===== config.mk =====
export PLATFORM = sky130hd
export DESIGN_NAME = cs_decoder
export DESIGN_NICKNAME = d
export VERILOG_FILES = /design/src/rtl/cs_pkg.sv /design/src/rtl/cs_cfg_regs.sv /design/src/rtl/cs_mem_decode.sv /design/src/rtl/cs_per_decode.sv /design/src/rtl/cs_attr_merge.sv /design/src/rtl/cs_decoder.sv
export SDC_FILE = /design/constraint.sdc
export NUM_CORES = 1
export LEC_CHECK = 0
export BUFFER_PORTS_ARGS = -buffer_cell sky130_fd_sc_hd__buf_2
export CAP_MARGIN = 40
export CORE_ASPECT_RATIO = 0.8
export CORE_MARGIN = 3
export CORE_UTILIZATION = 40
export CTS_CLUSTER_SIZE = 24
export DETAILED_ROUTE_END_ITERATION = 6
export PLACE_DENSITY_LB_ADDON = 0.3
export SYNTH_ARGS = -nofsm -noshare
export SYNTH_HDL_FRONTEND = slang
export SYNTH_SLANG_ARGS = --single-unit

===== constraint.sdc =====
create_clock -name clk -period 6.4 [get_ports clk]
set_input_delay 1.28 -clock clk [delete_from_list [all_inputs] [get_ports clk]]
set_output_delay 1.28 -clock clk [all_outputs]
set_load 0.05 [all_outputs]

===== src/rtl/cs_pkg.sv =====
package cs_pkg;

  typedef struct packed {
    logic       rdy;
    logic [3:0] wcnt;
  } cs_attr_t;

  localparam logic [2:0] REG_UPPER    = 3'd0;
  localparam logic [2:0] REG_LOWER    = 3'd1;
  localparam logic [2:0] REG_MID_BASE = 3'd2;
  localparam logic [2:0] REG_MID_CTL  = 3'd3;
  localparam logic [2:0] REG_PER_BASE = 3'd4;
  localparam logic [2:0] REG_PER_LO   = 3'd5;
  localparam logic [2:0] REG_PER_HI   = 3'd6;

  // extended wait encoding of the low peripheral group
  function automatic logic [3:0] per_wait_map(input logic [2:0] code);
    logic [3:0] r;
    case (code)
      3'd4:    r = 4'd5;
      3'd5:    r = 4'd7;
      3'd6:    r = 4'd9;
      3'd7:    r = 4'd15;
      default: r = {1'b0, code};
    endcase
    return r;
  endfunction

endpackage


===== src/rtl/cs_cfg_regs.sv =====
module cs_cfg_regs
  import cs_pkg::*;
#(
  parameter int PAGE_W    = 12,
  parameter int BLK_W     = 10,
  parameter int N_PER     = 7,
  parameter int PER_SPLIT = 4
) (
  input  logic                  clk,
  input  logic                  rst,
  input  logic                  we,
  input  logic [2:0]            sel,
  input  logic [PAGE_W:0]       wdata,
  output cs_attr_t              up_attr,
  output logic                  up_da,
  output logic [2:0]            up_k,
  output cs_attr_t              lo_attr,
  output logic                  lo_da,
  output logic [2:0]            lo_k,
  output logic                  lo_arm,
  output logic [BLK_W-1:0]      mid_base,
  output logic [2:0]            mid_k,
  output cs_attr_t              mid_attr,
  output logic                  mid_arm,
  output logic [PAGE_W-1:0]     per_base,
  output logic                  per_io,
  output cs_attr_t [N_PER-1:0]  per_attr,
  output logic [N_PER-1:0]      per_arm,
  output logic                  amode
);

  logic [1:0] up_w, lo_w, mid_w, phi_w;
  logic       up_r, lo_r, mid_r, plo_r, phi_r;
  logic [2:0] plo_code;
  logic       pb_arm, plo_arm, phi_arm;

  always_ff @(posedge clk) begin
    if (rst) begin
      up_w     <= 2'd3;
      up_r     <= 1'b1;
      up_da    <= 1'b0;
      up_k     <= 3'd0;
      lo_w     <= '0;
      lo_r     <= 1'b0;
      lo_da    <= 1'b0;
      lo_k     <= '0;
      lo_arm   <= 1'b0;
      mid_base <= '0;
      mid_w    <= '0;
      mid_r    <= 1'b0;
      mid_k    <= '0;
      mid_arm  <= 1'b0;
      per_base <= '0;
      per_io   <= 1'b0;
      pb_arm   <= 1'b0;
      plo_code <= '0;
      plo_r    <= 1'b0;
      plo_arm  <= 1'b0;
      phi_w    <= '0;
      phi_r    <= 1'b0;
      amode    <= 1'b0;
      phi_arm  <= 1'b0;
    end else if (we) begin
      case (sel)
        REG_UPPER: begin
          up_w  <= wdata[1:0];
          up_r  <= wdata[2];
          up_da <= wdata[3];
          up_k  <= wdata[6:4];
        end
        REG_LOWER: begin
          lo_w   <= wdata[1:0];
          lo_r   <= wdata[2];
          lo_da  <= wdata[3];
          lo_k   <= wdata[6:4];
          lo_arm <= 1'b1;
        end
        REG_MID_BASE: mid_base <= wdata[BLK_W-1:0];
        REG_MID_CTL: begin
          mid_w   <= wdata[1:0];
          mid_r   <= wdata[2];
          mid_k   <= wdata[6:4];
          mid_arm <= 1'b1;
        end
        REG_PER_BASE: begin
          per_base <= wdata[PAGE_W-1:0];
          per_io   <= wdata[PAGE_W];
          pb_arm   <= 1'b1;
        end
        REG_PER_LO: begin
          plo_code <= wdata[2:0];
          plo_r    <= wdata[3];
          plo_arm  <= 1'b1;
        end
        REG_PER_HI: begin
          phi_w   <= wdata[1:0];
          phi_r   <= wdata[2];
          amode   <= wdata[3];
          phi_arm <= 1'b1;
        end
        default: ;
      endcase
    end
  end

  assign up_attr  = '{rdy: up_r,  wcnt: {2'b00, up_w}};
  assign lo_attr  = '{rdy: lo_r,  wcnt: {2'b00, lo_w}};
  assign mid_attr = '{rdy: mid_r, wcnt: {2'b00, mid_w}};

  for (genvar i = 0; i < N_PER; i++) begin : g_pattr
    if (i < PER_SPLIT) begin : g_lo
      assign per_attr[i] = '{rdy: plo_r, wcnt: per_wait_map(plo_code)};
      assign per_arm[i]  = pb_arm & plo_arm;
    end else begin : g_hi
      assign per_attr[i] = '{rdy: phi_r, wcnt: {2'b00, phi_w}};
      assign per_arm[i]  = pb_arm & phi_arm;
    end
  end

endmodule


===== src/rtl/cs_mem_decode.sv =====
module cs_mem_decode #(
  parameter int BLK_W = 10,
  parameter int N_MID = 4
) (
  input  logic              cyc,
  input  logic              io,
  input  logic [BLK_W-1:0]  blk,
  input  logic [2:0]        up_k,
  input  logic [2:0]        lo_k,
  input  logic              lo_arm,
  input  logic [BLK_W-1:0]  mid_base,
  input  logic [2:0]        mid_k,
  input  logic              mid_arm,
  output logic              ucs_hit,
  output logic              lcs_hit,
  output logic [N_MID-1:0]  mcs_hit
);

  localparam int BW1   = BLK_W + 1;
  localparam int IDX_W = (N_MID > 1) ? $clog2(N_MID) : 1;

  logic             mem_cyc;
  logic [BW1-1:0]   blk_x, up_lim, lo_lim;
  logic [BLK_W-1:0] m_span, m_mask, m_start, m_off;
  logic [IDX_W-1:0] m_idx;
  logic             m_in;

  assign mem_cyc = cyc & ~io;
  assign blk_x   = {1'b0, blk};

  // upper region ends at the top of the space, lower starts at zero
  assign up_lim  = (BW1'(1) << BLK_W) - (BW1'(1) << up_k);
  assign lo_lim  = BW1'(1) << lo_k;
  assign ucs_hit = mem_cyc & (blk_x >= up_lim);
  assign lcs_hit = mem_cyc & lo_arm & (blk_x < lo_lim);

  // middle region aligned to its own span, split into N_MID equal parts
  assign m_span  = BLK_W'(N_MID) << mid_k;
  assign m_mask  = ~(m_span - BLK_W'(1));
  assign m_start = mid_base & m_mask;
  assign m_in    = mem_cyc & mid_arm & ((blk & m_mask) == m_start);
  assign m_off   = blk - m_start;
  assign m_idx   = IDX_W'(m_off >> mid_k);

  for (genvar j = 0; j < N_MID; j++) begin : g_mcs
    assign mcs_hit[j] = m_in & (m_idx == IDX_W'(j));
  end

endmodule


===== src/rtl/cs_per_decode.sv =====
module cs_per_decode #(
  parameter int PAGE_W = 12,
  parameter int N_PER  = 7
) (
  input  logic              cyc,
  input  logic              io,
  input  logic [PAGE_W-1:0] page,
  input  logic [PAGE_W-1:0] per_base,
  input  logic              per_io,
  input  logic [N_PER-1:0]  per_arm,
  input  logic              amode,
  output logic [N_PER-1:0]  per_hit
);

  logic space_ok;
  assign space_ok = cyc & (io == per_io);

  for (genvar i = 0; i < N_PER; i++) begin : g_pcs
    logic [PAGE_W-1:0] win;
    logic              taken;
    assign win   = per_base + PAGE_W'(i);
    // the two top selects lose their decode when they carry address bits
    assign taken = (i >= N_PER - 2) ? amode : 1'b0;
    assign per_hit[i] = space_ok & per_arm[i] & ~taken & (page == win);
  end

endmodule


===== src/rtl/cs_attr_merge.sv =====
module cs_attr_merge
  import cs_pkg::*;
#(
  parameter int N_SRC = 13
) (
  input  logic [N_SRC-1:0]     hit,
  input  cs_attr_t [N_SRC-1:0] attr,
  output logic                 valid,
  output cs_attr_t             pick,
  output logic                 mismatch
);

  always_comb begin
    pick = '0;
    for (int i = N_SRC - 1; i >= 0; i--) begin
      if (hit[i]) pick = attr[i];
    end
  end

  always_comb begin
    mismatch = 1'b0;
    for (int i = 0; i < N_SRC; i++) begin
      if (hit[i] && (attr[i] != pick)) mismatch = 1'b1;
    end
  end

  assign valid = |hit;

endmodule


===== src/rtl/cs_decoder.sv =====
module cs_decoder
  import cs_pkg::*;
#(
  parameter int ADDR_W     = 20,
  parameter int PAGE_SHIFT = 8,
  parameter int BLK_SHIFT  = 10,
  parameter int N_MID      = 4,
  parameter int N_PER      = 7,
  parameter int PER_SPLIT  = 4,
  parameter int PER_HIDDEN = 4
) (
  input  logic                         clk,
  input  logic                         rst,
  input  logic                         cfg_we,
  input  logic [2:0]                   cfg_sel,
  input  logic [ADDR_W-PAGE_SHIFT:0]   cfg_wdata,
  input  logic                         bus_start,
  input  logic                         bus_end,
  input  logic                         bus_io,
  input  logic [ADDR_W-PAGE_SHIFT-1:0] bus_page,
  input  logic [1:0]                   bus_wsel,
  output logic                         ucs_n,
  output logic                         lcs_n,
  output logic [N_MID-1:0]             mcs_n,
  output logic [N_PER-1:0]             pcs_n,
  output logic                         attr_valid,
  output logic                         attr_rdy,
  output logic [3:0]                   attr_wait,
  output logic                         attr_mismatch,
  output logic                         addr_disable
);

  localparam int PAGE_W = ADDR_W - PAGE_SHIFT;
  localparam int BLK_W  = ADDR_W - BLK_SHIFT;
  localparam int PG2BLK = BLK_SHIFT - PAGE_SHIFT;
  localparam int N_SRC  = 2 + N_MID + N_PER;

  // latched cycle state
  logic              cyc_q, io_q;
  logic [PAGE_W-1:0] page_q;
  logic [1:0]        wsel_q;

  always_ff @(posedge clk) begin
    if (rst) begin
      cyc_q  <= 1'b0;
      io_q   <= 1'b0;
      page_q <= '0;
      wsel_q <= '0;
    end else if (bus_start) begin
      cyc_q  <= 1'b1;
      io_q   <= bus_io;
      page_q <= bus_page;
      wsel_q <= bus_wsel;
    end else if (bus_end) begin
      cyc_q  <= 1'b0;
    end
  end

  cs_attr_t              up_attr, lo_attr, mid_attr;
  cs_attr_t [N_PER-1:0]  per_attr;
  logic                  up_da, lo_da, lo_arm, mid_arm, per_io, amode;
  logic [2:0]            up_k, lo_k, mid_k;
  logic [BLK_W-1:0]      mid_base;
  logic [PAGE_W-1:0]     per_base;
  logic [N_PER-1:0]      per_arm;

  cs_cfg_regs #(
    .PAGE_W(PAGE_W), .BLK_W(BLK_W), .N_PER(N_PER), .PER_SPLIT(PER_SPLIT)
  ) u_regs (
    .clk(clk), .rst(rst), .we(cfg_we), .sel(cfg_sel), .wdata(cfg_wdata),
    .up_attr(up_attr), .up_da(up_da), .up_k(up_k),
    .lo_attr(lo_attr), .lo_da(lo_da), .lo_k(lo_k), .lo_arm(lo_arm),
    .mid_base(mid_base), .mid_k(mid_k), .mid_attr(mid_attr), .mid_arm(mid_arm),
    .per_base(per_base), .per_io(per_io), .per_attr(per_attr),
    .per_arm(per_arm), .amode(amode)
  );

  logic             ucs_hit, lcs_hit;
  logic [N_MID-1:0] mcs_hit;
  logic [N_PER-1:0] per_hit;

  cs_mem_decode #(.BLK_W(BLK_W), .N_MID(N_MID)) u_mem (
    .cyc(cyc_q), .io(io_q), .blk(page_q[PAGE_W-1:PG2BLK]),
    .up_k(up_k), .lo_k(lo_k), .lo_arm(lo_arm),
    .mid_base(mid_base), .mid_k(mid_k), .mid_arm(mid_arm),
    .ucs_hit(ucs_hit), .lcs_hit(lcs_hit), .mcs_hit(mcs_hit)
  );

  cs_per_decode #(.PAGE_W(PAGE_W), .N_PER(N_PER)) u_per (
    .cyc(cyc_q), .io(io_q), .page(page_q), .per_base(per_base),
    .per_io(per_io), .per_arm(per_arm), .amode(amode), .per_hit(per_hit)
  );

  // priority order: upper, lower, middle quarters, peripheral selects
  logic [N_SRC-1:0]     src_hit;
  cs_attr_t [N_SRC-1:0] src_attr;

  assign src_hit = {per_hit, mcs_hit, lcs_hit, ucs_hit};
  assign src_attr[0] = up_attr;
  assign src_attr[1] = lo_attr;
  for (genvar j = 0; j < N_MID; j++) begin : g_mattr
    assign src_attr[2+j] = mid_attr;
  end
  for (genvar i = 0; i < N_PER; i++) begin : g_pattr
    assign src_attr[2+N_MID+i] = per_attr[i];
  end

  cs_attr_t pick;

  cs_attr_merge #(.N_SRC(N_SRC)) u_merge (
    .hit(src_hit), .attr(src_attr), .valid(attr_valid),
    .pick(pick), .mismatch(attr_mismatch)
  );

  assign attr_rdy     = pick.rdy;
  assign attr_wait    = pick.wcnt;
  assign addr_disable = (ucs_hit & up_da) | (lcs_hit & lo_da);

  assign ucs_n = ~ucs_hit;
  assign lcs_n = ~lcs_hit;
  assign mcs_n = ~mcs_hit;

  for (genvar i = 0; i < N_PER; i++) begin : g_pin
    if (i == PER_HIDDEN) begin : g_nopin
      assign pcs_n[i] = 1'b1;
    end else if (i == N_PER - 1) begin : g_a2
      assign pcs_n[i] = amode ? wsel_q[1] : ~per_hit[i];
    end else if (i == N_PER - 2) begin : g_a1
      assign pcs_n[i] = amode ? wsel_q[0] : ~per_hit[i];
    end else begin : g_plain
      assign pcs_n[i] = ~per_hit[i];
    end
  end

  // latched cycle state is held while a cycle runs
  p_hold_r2: assert property (@(posedge clk) disable iff (rst)
    (cyc_q && !bus_start) |=> ($stable(page_q) && $stable(io_q) && $stable(wsel_q)));

  // an end pulse clears every strobe on the next cycle
  p_end_r2: assert property (@(posedge clk) disable iff (rst)
    (bus_end && !bus_start) |=> (ucs_n && lcs_n && (&mcs_n) && !attr_valid));

  // memory strobes stay quiet in I/O cycles
  p_memtype_r3: assert property (@(posedge clk) disable iff (rst)
    io_q |-> (ucs_n && lcs_n && (&mcs_n)));

  // at most one middle quarter at a time
  p_mcs_onehot_r4: assert property (@(posedge clk) disable iff (rst)
    $onehot0(~mcs_n));

  // the pinless select still yields attributes
  p_hidden_attr_r6: assert property (@(posedge clk) disable iff (rst)
    per_hit[PER_HIDDEN] |-> attr_valid);

  // repurposed selects never hit
  p_amode_r7: assert property (@(posedge clk) disable iff (rst)
    amode |-> (!per_hit[N_PER-1] && !per_hit[N_PER-2]));

  // a mismatch needs two or more hitting selects
  p_mismatch_r10: assert property (@(posedge clk) disable iff (rst)
    attr_mismatch |-> ($countones(src_hit) >= 2));

endmodule


==> metrics.txt, run 1 <==
# TYPE chip_impl_metric gauge
chip_impl_info{name="outcome",value="finished, violations left"} 1
chip_impl_info{name="failing_checks",value="DRC"} 1
chip_impl_metric{name="chipHeight",unit="µm"} 117
chip_impl_info{name="synth.area.top_cells",value="sky130_fd_sc_hd__dfxtp_1 (23%), sky130_fd_sc_hd__mux2i_1 (8.6%), sky130_fd_sc_hd__ha_1 (6.7%)"} 1
chip_impl_metric{name="slew_violations",unit=""} 0
chip_impl_metric{name="area_growth_syn_to_layout",unit="%"} 11.2
chip_impl_metric{name="clk-insertion-delay-late",unit="ns"} 0.33
chip_impl_metric{name="cp.required",unit="ns"} 5.12
chip_impl_metric{name="row_count",unit=""} 39
chip_impl_metric{name="cap_viol_max_count",unit=""} 0
chip_impl_metric{name="synth_top_area_share",unit="%"} 22.8
chip_impl_metric{name="antenna_cells",unit=""} 0
chip_impl_metric{name="globalRouteOverflowTotal",unit=""} 0
chip_impl_metric{name="cts_hold_buffers",unit=""} 0
chip_impl_metric{name="gp_congestion",unit=""} 0.965
chip_impl_metric{name="post_route_cells_drive_above_1_share",unit="%"} 12.6
chip_impl_metric{name="synth-seq-cells",unit=""} 70
chip_impl_metric{name="number_of_buffers_between_clock_root_and_the_deepest_sink",unit=""} 2
chip_impl_metric{name="pin_count",unit=""} 57
chip_impl_info{name="yosysMostFrequentCell",value="sky130_fd_sc_hd__nor2_1"} 1
chip_impl_metric{name="drtIter0Drc",unit=""} 602
chip_impl_info{name="rsz_0062_raised_after_global_routing",value="false"} 1
chip_impl_metric{name="power_density",unit="nW/µm²"} 184
chip_impl_metric{name="dp.final_hpwl",unit="µm"} 14100
chip_impl_info{name="min_from",value="u_regs.phi_arm"} 1
chip_impl_metric{name="setup-tns-final",unit="ns"} 0
chip_impl_metric{name="cts_setup_buffers",unit=""} 0
chip_impl_metric{name="register_area_share_after_synthesis",unit="%"} 22.8
chip_impl_info{name="tritoncts",value="done"} 1
chip_impl_metric{name="syn-mean-instance-area",unit="µm²"} 7.55
chip_impl_metric{name="buffer_ports.inserted",unit=""} 55
chip_impl_metric{name="syn-instance-count",unit=""} 814
chip_impl_metric{name="timing.slew.headroom",unit="%"} 43.4
chip_impl_info{name="startpoint_of_the_worst_slack_reg_to_reg_timing_path",value="u_regs.per_base[6]"} 1
chip_impl_info{name="criticalPathCategory",value="register to output port"} 1
chip_impl_metric{name="critical_path_peak_fanout",unit=""} 15
chip_impl_metric{name="drt.antenna.violating_nets",unit=""} 0
chip_impl_metric{name="worst_hold_slack",unit="ns"} 0.447
chip_impl_info{name="synth_largest_area_cell",value="sky130_fd_sc_hd__dfxtp_1"} 1
chip_impl_info{name="crit_path_start_kind",value="register"} 1
chip_impl_metric{name="post-route-period-util",unit="%"} 92.5
chip_impl_metric{name="dpl.cell_count",unit=""} 1011
chip_impl_metric{name="synth_area",unit="µm²"} 6140
chip_impl_metric{name="grt_start_max_net_pins",unit=""} 71
chip_impl_metric{name="post_cts_sizing_count",unit=""} 0
chip_impl_metric{name="wirelength_routed",unit="µm"} 18700
chip_impl_info{name="synthTopCellsByCount",value="sky130_fd_sc_hd__nor2_1 (94), sky130_fd_sc_hd__nand2_1 (77), sky130_fd_sc_hd__dfxtp_1 (70)"} 1
chip_impl_metric{name="global_route_wire_length_before_repair",unit="µm"} 29200
chip_impl_info{name="ys.flop_type",value="sky130_fd_sc_hd__dfxtp_1"} 1
chip_impl_metric{name="drc_errors",unit=""} 4
chip_impl_metric{name="layout.filler_cells",unit=""} 1474
chip_impl_metric{name="clock-sinks",unit=""} 70
chip_impl_metric{name="die_w",unit="µm"} 145
chip_impl_metric{name="fmax",unit="MHz"} 169
chip_impl_metric{name="placedInstanceArea",unit="µm²"} 6500
chip_impl_metric{name="power_leakage",unit="µW"} 0.00279
chip_impl_metric{name="clock_transition_time_at_the_flip_flop_clock_pins_of_the_worst_setup_and_hold_paths",unit="ns"} 0.06
chip_impl_info{name="clock_root_buffer",value="sky130_fd_sc_hd__clkbuf_16"} 1
chip_impl_metric{name="routed_wire_length_per_instance",unit="µm"} 18.2
chip_impl_metric{name="synth_warnings",unit=""} 0
chip_impl_metric{name="cts_made_buffers",unit=""} 9
chip_impl_metric{name="timing.final.crit_period",unit="ns"} 5.92
chip_impl_metric{name="viasPerCell",unit=""} 5.93
chip_impl_metric{name="layout.cell_area.non_filler",unit="µm²"} 6830
chip_impl_metric{name="htreeDepth",unit=""} 3
chip_impl_metric{name="grt_pass1_vias",unit=""} 5285
chip_impl_metric{name="finalNetCount",unit=""} 907
chip_impl_metric{name="drt_first_pass_iters",unit=""} 7
chip_impl_metric{name="floorplan.core_area",unit="µm²"} 14600
chip_impl_info{name="worstSetupStartpoint",value="u_regs.up_k[1]"} 1
chip_impl_metric{name="fp.dieArea",unit="µm²"} 16900
chip_impl_metric{name="initial_antenna_violation_count",unit=""} 0
chip_impl_metric{name="gr-usage-all-layers",unit="%"} 21.8
chip_impl_metric{name="fin_skew",unit="ns"} 0
chip_impl_metric{name="cp.arrival",unit="ns"} 4.64
chip_impl_metric{name="setup-violations-final",unit=""} 0
chip_impl_metric{name="yosysUniqueCellTypes",unit=""} 81
chip_impl_metric{name="via_count",unit=""} 6086
chip_impl_metric{name="floorplan.initialDensity",unit="%"} 42.0
chip_impl_info{name="critPathCaptureType",value="output port"} 1
chip_impl_metric{name="non_filler_instance_count_after_layout",unit=""} 1027
chip_impl_info{name="worstHoldPathType",value="register to register"} 1
chip_impl_metric{name="worst_pin_slew",unit="ns"} 0.844
chip_impl_metric{name="synth-edff-count",unit=""} 0
chip_impl_metric{name="synthArstFlopShare",unit="%"} 0
chip_impl_metric{name="final_hold_viol_count",unit=""} 0
chip_impl_metric{name="vdd_ir_drop_max",unit="V"} 0.000143
final timing paths:
check                       end  slack, ns  cells after the start
max               attr_mismatch       0.48                     17
min reg2reg      u_regs.phi_arm       0.45                      2
min              u_regs.phi_arm       0.45                      2
max reg2reg  u_regs.per_base[6]       5.21                      2
worst max-delay path, cell delays in order (launching register included):
cell and delay, ns:
sky130_fd_sc_hd__dfxtp_1 0.41, sky130_fd_sc_hd__inv_1 0.11, sky130_fd_sc_hd__nand3_1 0.10, sky130_fd_sc_hd__ha_1 0.27, sky130_fd_sc_hd__or3b_2 0.52, sky130_fd_sc_hd__nand2_1 0.09
sky130_fd_sc_hd__ha_1 0.25, sky130_fd_sc_hd__a211o_1 0.26, sky130_fd_sc_hd__a21oi_1 0.12, sky130_fd_sc_hd__a2111oi_0 0.11, sky130_fd_sc_hd__o31a_2 0.47, sky130_fd_sc_hd__a31oi_1 0.19
sky130_fd_sc_hd__a21oi_1 0.08, sky130_fd_sc_hd__a311o_1 0.34, sky130_fd_sc_hd__a2111oi_2 0.36, sky130_fd_sc_hd__o221ai_1 0.18, sky130_fd_sc_hd__nand4b_1 0.22, sky130_fd_sc_hd__buf_2 0.23
where the power goes:
group,switching (µW),internal [µW]
logic,129,89.5
registers,32.0,450
clock network,212,348
flip-flops by register name, summed over array words and instances (netlist names), 2 cells and up:
name             cells
u_regs.mid_k         3
u_regs.phi_w         2
u_regs.lo_w          2
wsel_q               2
u_regs.up_k          3
u_regs.up_w          2
u_regs.mid_base      8
u_regs.plo_code      3
u_regs.per_base     12
page_q              12
u_regs.mid_w         2
u_regs.lo_k          3
cells in the final DEF, fill, tap and decap left out, types with 28 or more instances in the layout:
cell and count:
sky130_fd_sc_hd__xor2_1 28, sky130_fd_sc_hd__buf_2 55, sky130_fd_sc_hd__xnor2_1 28, sky130_fd_sc_hd__nor3_1 29
sky130_fd_sc_hd__ha_1 33, sky130_fd_sc_hd__dfxtp_1 70, sky130_fd_sc_hd__nand3_1 32, sky130_fd_sc_hd__nor2_1 94
sky130_fd_sc_hd__mux2i_1 53, sky130_fd_sc_hd__inv_1 29, sky130_fd_sc_hd__a21oi_1 51, sky130_fd_sc_hd__nand2_1 77
per-stage QoR:
stage | utilization [%] | power, µW | setup WS, ns
2_1_floorplan | - | 641 | 0.483
3_3_place_gp | 44.4 | 703 | 0.766
3_5_place_dp | 44.4 | 704 | 0.728
4_1_cts | 46.7 | 1260 | 0.340
5_1_grt | 46.7 | 1310 | 0.132
6_report | 46.7 | 1260 | 0.480
logic make-up after synthesis:
| group | synth area share [%] |
|---|---|
| AO/OA/AOI/OAI | 18.8 |
| XOR/XNOR | 8.51 |
| adder cells (fa/ha/maj) | 6.72 |
| buffers and inverters | 5.88 |
| flip-flops | 22.8 |
| multiplexers | 9.18 |
| other | 0.122 |
| AND/OR/NAND/NOR | 27.9 |
metal layers:
metal	share of wire (%)	vias to the layer above	global-route usage (%)
li1	-	2982	-
met1	48	2805	33.8
met2	40	278	30.9
met3	11	21	5.65
met4	0.82	0	3.11
met5	0	-	0
cell type report:
| type | instances | area [µm²] | share of cell area [%] |
|---|---|---|---|
| clock inverter | 7 | 105 | 1.54 |
| tap | 184 | 230 | 3.37 |
| timing repair buffer | 68 | 373 | 5.46 |
| inverter | 30 | 113 | 1.65 |
| multi-input combinational | 659 | 4390 | 64.2 |
| clock buffer | 9 | 225 | 3.30 |
| sequential | 70 | 1400 | 20.5 |
Power figures use the tool's default switching activity.
==> run 2, diff against run 1 <==
Settings changed: RECOVER_POWER from default to 50, SYNTH_HIERARCHICAL from default to 1.
==> metrics.txt, run 2 <==
# TYPE chip_impl_metric gauge
chip_impl_info{name="outcome",value="finished, violations left"} 1
chip_impl_info{name="failing_checks",value="setup timing"} 1
chip_impl_metric{name="grt_pass1_vias",unit=""} 6766
chip_impl_metric{name="setup-violations-final",unit=""} 1
chip_impl_metric{name="syn-mean-instance-area",unit="µm²"} 8.08
chip_impl_metric{name="layout.filler_cells",unit=""} 1837
chip_impl_metric{name="buffer_ports.inserted",unit=""} 55
chip_impl_metric{name="chipHeight",unit="µm"} 132
chip_impl_info{name="top_regs",value="page_q x12, u_regs/per_base x12, u_regs/mid_base x8"} 1
chip_impl_metric{name="viasPerCell",unit=""} 5.57
chip_impl_metric{name="finalNetCount",unit=""} 1118
chip_impl_metric{name="critical_path_peak_fanout",unit=""} 8
chip_impl_info{name="tritoncts",value="done"} 1
chip_impl_metric{name="area_growth_syn_to_layout",unit="%"} 16.4
chip_impl_metric{name="fin_skew",unit="ns"} 0
chip_impl_metric{name="global_route_wire_length_before_repair",unit="µm"} 37500
chip_impl_metric{name="via_count",unit=""} 7299
chip_impl_metric{name="gr-usage-all-layers",unit="%"} 21.6
chip_impl_metric{name="timing.slew.headroom",unit="%"} 3.88
chip_impl_info{name="layout.cells.most_common_list",value="sky130_fd_sc_hd__buf_4 (81), sky130_fd_sc_hd__xnor2_1 (81), sky130_fd_sc_hd__mux2i_1 (73), sky130_fd_sc_hd__nand2b_1 (72)"} 1
chip_impl_metric{name="wirelength_routed",unit="µm"} 23900
chip_impl_metric{name="fmax",unit="MHz"} 149
chip_impl_metric{name="cp.required",unit="ns"} 5.12
chip_impl_info{name="clock_root_buffer",value="sky130_fd_sc_hd__clkbuf_16"} 1
chip_impl_metric{name="power_leakage",unit="µW"} 0.00368
chip_impl_metric{name="routed_wire_length_per_instance",unit="µm"} 18.2
chip_impl_metric{name="pin_count",unit=""} 57
chip_impl_metric{name="number_of_buffers_between_clock_root_and_the_deepest_sink",unit=""} 2
chip_impl_metric{name="drt_first_pass_iters",unit=""} 6
chip_impl_metric{name="timing.final.crit_period",unit="ns"} 6.71
chip_impl_metric{name="clk-insertion-delay-late",unit="ns"} 0.33
chip_impl_metric{name="htreeDepth",unit=""} 3
chip_impl_metric{name="gp_congestion",unit=""} 0.991
chip_impl_metric{name="globalRouteOverflowTotal",unit=""} 0
chip_impl_metric{name="report.power.total",unit="µW"} 1300
chip_impl_metric{name="post-route-period-util",unit="%"} 105
chip_impl_info{name="crit_path_start_kind",value="register"} 1
chip_impl_metric{name="cap_viol_max_count",unit=""} 0
chip_impl_info{name="criticalPathCategory",value="register to output port"} 1
chip_impl_metric{name="grt_start_max_net_pins",unit=""} 64
chip_impl_metric{name="dp.final_hpwl",unit="µm"} 18100
chip_impl_metric{name="slew_violations",unit=""} 0
chip_impl_metric{name="drtIter0Drc",unit=""} 752
chip_impl_metric{name="floorplan.core_area",unit="µm²"} 19200
chip_impl_metric{name="syn-instance-count",unit=""} 979
chip_impl_metric{name="cts_made_buffers",unit=""} 9
chip_impl_metric{name="sequential_cell_area_in_the_final_layout",unit="µm²"} 1410
chip_impl_metric{name="worst_pin_slew",unit="ns"} 1.42
chip_impl_metric{name="clock_transition_time_at_the_flip_flop_clock_pins_of_the_worst_setup_and_hold_paths",unit="ns"} 0.05
chip_impl_info{name="critPathCaptureType",value="output port"} 1
chip_impl_metric{name="synth_area",unit="µm²"} 7920
chip_impl_metric{name="clock-sinks",unit=""} 70
chip_impl_metric{name="die_w",unit="µm"} 163
chip_impl_metric{name="layout_setup_ws",unit="ns"} -0.306
chip_impl_metric{name="drt.antenna.violating_nets",unit=""} 0
chip_impl_metric{name="power_density",unit="nW/µm²"} 141
chip_impl_metric{name="final_hold_viol_count",unit=""} 0
chip_impl_info{name="worstHoldPathType",value="register to register"} 1
chip_impl_metric{name="drc_errors",unit=""} 0
chip_impl_metric{name="antenna_cells",unit=""} 0
chip_impl_metric{name="vdd_ir_drop_max",unit="V"} 0.000128
chip_impl_metric{name="row_count",unit=""} 45
chip_impl_metric{name="post_route_cells_drive_above_1_share",unit="%"} 22.9
chip_impl_info{name="rsz_0062_raised_after_global_routing",value="true"} 1
chip_impl_metric{name="worst_hold_slack",unit="ns"} 0.460
chip_impl_metric{name="multi_input_comb_area",unit="µm²"} 5960
chip_impl_metric{name="cp.arrival",unit="ns"} 5.43
chip_impl_metric{name="fp.dieArea",unit="µm²"} 21500
chip_impl_metric{name="floorplan.initialDensity",unit="%"} 41.2
chip_impl_metric{name="synth_warnings",unit=""} 6
chip_impl_metric{name="initial_antenna_violation_count",unit=""} 0
## run 2: cell count changes in the layout (fill, tap and decap cells not counted), sizes merged, moves of 12 or more
cell    delta
a221oi    +15
buf       +74
conb      +12
inv       +18
mux2i     +20
nand2b    +68
nand3     -13
nor2      -25
xnor2     +56
## run 2: cell type report
type / instances / area share, %
Clock inverter: 5 / 0.624
Inverter: 50 / 2.04
Sequential cell: 70 / 15.2
Multi-Input combinational cell: 773 / 64.6
Tap cell: 258 / 3.50
Timing Repair Buffer: 144 / 11.2
Clock buffer: 11 / 2.74
## run 2: worst max-delay path, cell delays in order, from the launching register on
cell	delay [ns]
sky130_fd_sc_hd__dfxtp_2	0.32
sky130_fd_sc_hd__or3_4	0.40
sky130_fd_sc_hd__ha_4	0.19
sky130_fd_sc_hd__nand2_1	0.06
sky130_fd_sc_hd__nor2_1	0.05
sky130_fd_sc_hd__a221oi_2	0.22
sky130_fd_sc_hd__nand2_1	0.14
sky130_fd_sc_hd__ha_4	0.33
sky130_fd_sc_hd__a21o_1	0.18
sky130_fd_sc_hd__o32a_1	0.18
sky130_fd_sc_hd__nor4_2	0.05
sky130_fd_sc_hd__nor3_2	0.26
sky130_fd_sc_hd__a31oi_4	0.15
sky130_fd_sc_hd__nor4_4	0.32
sky130_fd_sc_hd__nand2b_4	0.23
sky130_fd_sc_hd__o221a_4	0.21
sky130_fd_sc_hd__o2111ai_4	0.10
sky130_fd_sc_hd__o211ai_2	0.28
sky130_fd_sc_hd__buf_6	0.18
sky130_fd_sc_hd__xnor2_1	0.12
sky130_fd_sc_hd__nand2_1	0.08
sky130_fd_sc_hd__o41ai_2	0.37
sky130_fd_sc_hd__nand4_1	0.12
sky130_fd_sc_hd__or3_4	0.41
sky130_fd_sc_hd__buf_8	0.16
## run 2: metal layers
| layer | GRT usage (%) | routed length [µm] |
|---|---|---|
| met2 | 31.1 | 9960 |
| met3 | 4.68 | 2120 |
| met4 | 3.24 | 215 |
| met5 | 0 | 0 |
| met1 | 33.3 | 11600 |
## run 2: report_power, final
group	total, µW	internal, µW	switching, µW
combinational	320	142	177
sequential	476	450	26.0
clock	508	322	186
total	1300	915	389
## run 2: worst paths after layout
| kind | start | end | slack [ns] | depth (start not counted) |
|---|---|---|---|---|
| hold / removal | u_regs/lo_arm | u_regs/lo_arm | 0.46 | 2 |
| setup / recovery | u_regs/mid_k[0] | attr_mismatch | -0.31 | 24 |
| hold reg to reg | u_regs/lo_arm | u_regs/lo_arm | 0.46 | 2 |
| setup reg to reg | u_regs/per_base[5] | u_regs/per_base[5] | 5.26 | 3 |
## run 2: through the flow
stage / worst slack [ns] / TNS (ns) / instances / utilization, % / cell area, µm²
global placement: -0.131 / -0.131 / 1283 / 44.8 / 8600
finish: -0.306 / -0.306 / 1311 / 48.0 / 9220
detailed placement: -0.141 / -0.141 / 1285 / 44.9 / 8630
floorplan: 0.0128 / 0 / 991 / - / 8030
CTS: -0.183 / -0.183 / 1311 / 47.7 / 9170
global route: -0.546 / -0.546 / 1311 / 48.0 / 9220
## run 2: repair_timing
action                                  CTS  global route
resized for setup                        29            11
endpoints found under the setup margin    1             1
pin swaps                                24            13
hold buffers                              0             0
endpoints found under the hold margin     0             0
cloned                                    1             0
buffers inserted                          9             0
